--- src/rtl/isa16_pkg.sv ---
package isa16_pkg;

    localparam int ADDR_W   = 10;
    localparam int NUM_REGS = 4;
    localparam int IDX_W    = $clog2(NUM_REGS);
    localparam int WIN_LSB  = IDX_W + 1;

    typedef enum logic [IDX_W-1:0] {
        REG_LATCH = 2'd0,
        REG_PINS  = 2'd1,
        REG_DIR   = 2'd2,
        REG_RSVD  = 2'd3
    } reg_idx_e;

    typedef struct packed {
        logic     sel;
        logic     rd;
        logic     wr_stb;
        reg_idx_e idx;
    } bus_req_t;

    function automatic logic window_hit(
        input logic [ADDR_W-1:0] a,
        input logic              aen_i,
        input logic [ADDR_W-1:0] base
    );
        return !aen_i && (a[ADDR_W-1:WIN_LSB] == base[ADDR_W-1:WIN_LSB]);
    endfunction

endpackage

--- src/rtl/isa16_decode.sv ---
module isa16_decode
    import isa16_pkg::*;
#(
    parameter logic [ADDR_W-1:0] BASE = 10'h300
) (
    input  logic              clk,
    input  logic              rst,
    input  logic [ADDR_W-1:1] addr_hi,
    input  logic              aen,
    input  logic              ior_n,
    input  logic              iow_n,
    output bus_req_t          req
);
    logic iow_q;

    always_ff @(posedge clk) begin
        if (rst) iow_q <= 1'b1;
        else     iow_q <= iow_n;
    end

    always_comb begin
        req.sel    = window_hit({addr_hi, 1'b0}, aen, BASE);
        req.idx    = reg_idx_e'(addr_hi[IDX_W:1]);
        req.rd     = req.sel && !ior_n;
        req.wr_stb = req.sel && iow_n && !iow_q;
    end

    assert_no_dma_select_R1: assert property (@(posedge clk) disable iff (rst)
        aen |-> !req.sel);

    assert_strobe_after_low_R4: assert property (@(posedge clk) disable iff (rst)
        req.wr_stb |-> $past(!iow_n));

endmodule

--- src/rtl/isa16_port_regs.sv ---
module isa16_port_regs
    import isa16_pkg::*;
#(
    parameter int DATA_W = 16
) (
    input  logic              clk,
    input  logic              rst,
    input  bus_req_t          req,
    input  logic [DATA_W-1:0] wdata,
    output logic [DATA_W-1:0] latch_q,
    output logic [DATA_W-1:0] dir_q
);
    logic wr_latch, wr_dir;

    assign wr_latch = req.wr_stb && (req.idx == REG_LATCH);
    assign wr_dir   = req.wr_stb && (req.idx == REG_DIR);

    always_ff @(posedge clk) begin
        if (rst) begin
            latch_q <= '0;
            dir_q   <= '0;
        end else begin
            if (wr_latch) latch_q <= wdata;
            if (wr_dir)   dir_q   <= wdata;
        end
    end

    assert_latch_write_R4: assert property (@(posedge clk) disable iff (rst)
        (req.wr_stb && req.idx == REG_LATCH) |=> (latch_q == $past(wdata)));

    assert_dir_write_R5: assert property (@(posedge clk) disable iff (rst)
        (req.wr_stb && req.idx == REG_DIR) |=> (dir_q == $past(wdata)));

    assert_hold_no_strobe_R8: assert property (@(posedge clk) disable iff (rst)
        !req.wr_stb |=> ($stable(latch_q) && $stable(dir_q)));

    assert_reset_clear_R9: assert property (@(posedge clk)
        rst |=> (latch_q == '0 && dir_q == '0));

endmodule

--- src/rtl/isa16_read_mux.sv ---
module isa16_read_mux
    import isa16_pkg::*;
#(
    parameter int DATA_W = 16
) (
    input  reg_idx_e          idx,
    input  logic [DATA_W-1:0] latch_q,
    input  logic [DATA_W-1:0] dir_q,
    input  logic [DATA_W-1:0] pin_in,
    output logic [DATA_W-1:0] rdata
);
    logic [DATA_W-1:0] pin_view;

    for (genvar i = 0; i < DATA_W; i++) begin : g_pin
        assign pin_view[i] = dir_q[i] ? latch_q[i] : pin_in[i];
    end

    always_comb begin
        unique case (idx)
            REG_LATCH: rdata = latch_q;
            REG_PINS:  rdata = pin_view;
            REG_DIR:   rdata = dir_q;
            default:   rdata = '0;
        endcase
    end

endmodule

--- src/rtl/isa16_io_port.sv ---
module isa16_io_port
    import isa16_pkg::*;
#(
    parameter logic [ADDR_W-1:0] BASE   = 10'h300,
    parameter int                DATA_W = 16
) (
    input  logic              clk,
    input  logic              rst,
    input  logic [ADDR_W-1:0] bus_addr,
    input  logic [DATA_W-1:0] bus_wdata,
    input  logic              ior_n,
    input  logic              iow_n,
    input  logic              aen,
    input  logic [DATA_W-1:0] pin_in,
    output logic [DATA_W-1:0] bus_rdata,
    output logic              bus_rdata_oe,
    output logic              cs16_pull_low,
    output logic [DATA_W-1:0] pin_out,
    output logic [DATA_W-1:0] pin_drive
);
    bus_req_t          req;
    logic [DATA_W-1:0] latch_q, dir_q, mux_data;
    logic              unused_a0;

    assign unused_a0 = bus_addr[0];

    isa16_decode #(.BASE(BASE)) u_decode (
        .clk     (clk),
        .rst     (rst),
        .addr_hi (bus_addr[ADDR_W-1:1]),
        .aen     (aen),
        .ior_n   (ior_n),
        .iow_n   (iow_n),
        .req     (req)
    );

    isa16_port_regs #(.DATA_W(DATA_W)) u_regs (
        .clk     (clk),
        .rst     (rst),
        .req     (req),
        .wdata   (bus_wdata),
        .latch_q (latch_q),
        .dir_q   (dir_q)
    );

    isa16_read_mux #(.DATA_W(DATA_W)) u_mux (
        .idx     (req.idx),
        .latch_q (latch_q),
        .dir_q   (dir_q),
        .pin_in  (pin_in),
        .rdata   (mux_data)
    );

    assign cs16_pull_low = req.sel && !rst;
    assign bus_rdata_oe  = req.rd && !rst;
    assign bus_rdata     = bus_rdata_oe ? mux_data : '0;
    assign pin_out       = latch_q;
    assign pin_drive     = dir_q;

    assert_pull_not_dma_R2: assert property (@(posedge clk) disable iff (rst)
        cs16_pull_low |-> !aen);

    assert_oe_needs_read_R3: assert property (@(posedge clk) disable iff (rst)
        bus_rdata_oe |-> (!ior_n && cs16_pull_low));

    assert_reset_release_R9: assert property (@(posedge clk)
        rst |-> (!cs16_pull_low && !bus_rdata_oe));

endmodule

--- config.mk ---
export PLATFORM = sky130hd
export DESIGN_NAME = isa16_io_port
export DESIGN_NICKNAME = d
export VERILOG_FILES = /design/src/rtl/isa16_pkg.sv /design/src/rtl/isa16_decode.sv /design/src/rtl/isa16_port_regs.sv /design/src/rtl/isa16_read_mux.sv /design/src/rtl/isa16_io_port.sv
export SDC_FILE = /design/constraint.sdc
export NUM_CORES = 1
export LEC_CHECK = 0
export BUFFER_PORTS_ARGS = -buffer_cell sky130_fd_sc_hd__buf_2
export CORE_AREA = 2 2 71 73
export DETAILED_ROUTE_END_ITERATION = 16
export DIE_AREA = 0 0 73 75
export GPL_TIMING_DRIVEN = 0
export PLACE_DENSITY = 0.75
export SLEW_MARGIN = 10
export SYNTH_ARGS = -nofsm -noshare
export SYNTH_HDL_FRONTEND = slang
export SYNTH_SLANG_ARGS = --single-unit
export TNS_END_PERCENT = 30
--- constraint.sdc ---
create_clock -name clk -period 1.3 [get_ports clk]
set_input_delay 0.13 -clock clk [delete_from_list [all_inputs] [get_ports clk]]
set_output_delay 0.13 -clock clk [all_outputs]
set_load 0.05 [all_outputs]
==> flow_summary.json <==
{
  "status": "finished with violations",
  "violations": "setup timing",
  "min_from": "iow_n",
  "postLayoutSetupSlackWorst_ns": -0.351,
  "rows": 25,
  "r2r-start": "u_decode.iow_q$_SDFF_PP1_",
  "syn_to_final_growth_pct": 55.4,
  "dp_hpwl_mm": 4.03,
  "routed_wl_mm": 5.69,
  "hold_depth": 2,
  "cts_htree_levels": 2,
  "ys_types": 26,
  "grt_pass1_vias": 1928,
  "drtIter0Drc": 59,
  "power.share.clock": 0.437,
  "setup-tns-final_ns": -5.28,
  "routedWlPerCell_um": 15.1,
  "static-leakage-power_uw": 0.00135,
  "io_buffers": 95,
  "start_kind": "input port",
  "arrival_ns": 1.52,
  "final_area_um2": 2940,
  "path_cells": "buf_6 > nor4_4 > nand2_2 > a2111o_2 > buf_12 > a21oi_4 > buf_6",
  "end_kind": "output pin",
  "regToRegEndpoint": "u_regs.latch_q[13]$_SDFFE_PP0P_",
  "die_y_um": 75,
  "gp_congestion": 0.793,
  "cpMostUsedCell": "buf_6",
  "fin_skew_ns": 0.00438,
  "grt_usage": 0.217,
  "die_w_um": 73,
  "setup_viol": 16,
  "ys_seq_elements": 33,
  "tightest_slew_ns": 0.493,
  "overflow": 0,
  "cts_tree": "yes",
  "yosysWarnings": 0,
  "clock_latency_ns": 0.29,
  "reg2reg_slack_ns": 0.07,
  "seqPwrFrac": 0.439,
  "dieArea_um2": 5480,
  "cp.required_ns": 1.17,
  "route.detailed.drc": 0,
  "grt_max_degree": 11,
  "min_to": "u_decode.iow_q$_SDFF_PP1_",
  "antenna_found_initial": 0,
  "worstPathMaxFanout": 5,
  "final_antenna_net_count": 0,
  "worst_hold_path_type": "input port to register",
  "rsz0062_at_grt": "yes",
  "drive_above_1_share": 0.448,
  "criticalPathCategory": "input port to output pin",
  "crit_slowest_cell": "a2111o_2",
  "slew_headroom": 0.672,
  "maxCapViolCount": 0,
  "critPathTopFamily": "compound AO/OA/AOI/OAI gates",
  "internal_power_uw": 1790,
  "placed_area_um2": 2530,
  "cts_buffers": 5,
  "grt_pass1_wl_mm": 9.16,
  "fin_nets": 370,
  "path_buf_inv": 3,
  "core_um2": 4660,
  "cts_sinks": 33,
  "vias_per_cell": 5.18,
  "power_frac_comb": 0.124,
  "cts-root-buf": "clkbuf_8",
  "syn_area_um2": 1890,
  "synth_cells": 217,
  "powerDensity_nw_per_um2": 785,
  "syn_avg_cell_area_um2": 8.72,
  "num_antenna_cells": 0,
  "critPathMaxStageDelay_ns": 0.43,
  "dr.pass1.iters": 4,
  "clk_path_buf_depth": 2,
  "cts_hold_buf": 0,
  "fmax_mhz": 606,
  "slew_violations": 0,
  "ir_drop_mv": 0.500,
  "io_pins": 97,
  "post-route-min-period_ns": 1.65,
  "swShare": 0.225,
  "hold_viol": 0,
  "vias": 1959,
  "ys_seq_area_frac": 0.349,
  "reg2reg_depth": 5,
  "clkTransAtPathRegs_ns": 0.07,
  "start_util": 0.406,
  "min_period_over_period": 1.27,
  "p_sw_uw": 519,
  "syn_nets": 264
}
-- sequential cells by signal (all words and copies together) (netlist names) --
name / count
u_regs.dir_q: 16
u_decode.iow_q: 1
u_regs.latch_q: 16
-- final cells by class --
class	count	area, µm²
inverters	4	15.0
plain buffers	17	125
fillers	412	1720
repair buffers	99	654
clock inverters	1	30.0
well taps	54	67.6
clock buffers	7	86.3
flip-flops and latches	33	661
multi-input cells	163	1300
-- synthesized netlist by cell type (all sizes together) --
cell type	count	share of area
inv	4	0.0079
o21ai	20	0.053
nand2b	36	0.12
buf	5	0.024
mux2i	28	0.15
nor3	1	0.0026
nor2b	13	0.043
nor2	17	0.034
nor4b	1	0.0046
nor4	1	0.011
dfxtp	33	0.35
nand2	5	0.011
a2bb2oi	12	0.056
and4bb	1	0.0066
or2	1	0.0033
nand3	1	0.0026
nand3b	16	0.063
nand4bb	1	0.0060
a21oi	4	0.011
a2111o	1	0.0060
clkbuf	12	0.024
o22ai	4	0.013
-- worst reg2reg max path, stage by stage, from the launching register on --
cell and delay (ns):
dfxtp_1 0.32, nor4b_2 0.25, nand3_2 0.16, buf_4 0.21, nand3b_1 0.09, o21ai_0 0.09
-- layout by cell type (no fill, tap or decap), drive strengths merged --
cell type / n
or2: 1
nor4b: 1
nand3b: 16
nor2: 17
nor2b: 13
nand2b: 36
nand2: 5
o22ai: 4
nor3: 1
nand4bb: 1
nand3: 1
a2bb2oi: 12
a2111o: 1
buf: 106
bufinv: 1
and4bb: 1
nor4: 1
dfxtp: 33
inv: 4
mux2i: 28
clkbuf: 17
o21ai: 20
a21oi: 4
-- through the flow --
step / hold WS, ns / std cells / util / worst slack (ns) / total power [µW]
2_1_floorplan: 0.237 / 217 / - / -0.323 / 1190
3_3_place_gp: 0.351 / 366 / 0.544 / -0.629 / 1300
3_5_place_dp: 0.356 / 366 / 0.544 / -0.629 / 1300
4_1_cts: 0.0576 / 377 / 0.606 / -0.400 / 2310
5_1_grt: 0.0784 / 378 / 0.631 / -0.432 / 2370
6_report: 0.0666 / 378 / 0.631 / -0.351 / 2310
-- timing repair --
item                                    in CTS  in global routing
resized for setup                           45                 25
endpoints found under the setup margin      32                 44
pin swaps                                    3                  4
buffers inserted                             3                  1
-- cell families after synthesis --
group	after synthesis	synth area share
flip-flops	33	0.349
multiplexers	28	0.148
AND/OR/NAND/NOR	94	0.308
buffers and inverters	21	0.0569
AO/OA/AOI/OAI	41	0.138
-- worst max path at each step --
stage                                   from       endpoint  slack (ns)  cells after the start
5_1_grt        u_regs.dir_q[10]$_SDFFE_PP0P_  bus_rdata[10]       -0.43                      5
6_report                         bus_addr[4]  bus_rdata[13]       -0.35                      7
2_1_floorplan   u_regs.dir_q[0]$_SDFFE_PP0P_   bus_rdata[0]       -0.32                      4
3_5_place_dp                     bus_addr[4]   bus_rdata[9]       -0.63                      7
4_1_cts                          bus_addr[4]  bus_rdata[14]       -0.40                      7
3_3_place_gp                     bus_addr[4]   bus_rdata[9]       -0.63                      7
-- power by group through the flow --
stage | Combinational [µW] | Clock [µW] | Sequential (µW)
final | 286 | 1010 | 1010
after CTS | 275 | 1020 | 1010
after global routing | 313 | 1050 | 1010
after floorplan | 155 | 0 | 1040
after global placement | 264 | 0 | 1040
after detailed placement | 268 | 0 | 1040
-- routing by layer --
layer  wire [µm]  GRT usage
met5           0          0
met4          51     0.0576
met3         326     0.0522
met2        2800      0.360
met1        2510      0.284
No activity file was read; power rests on OpenSTA's default activity.
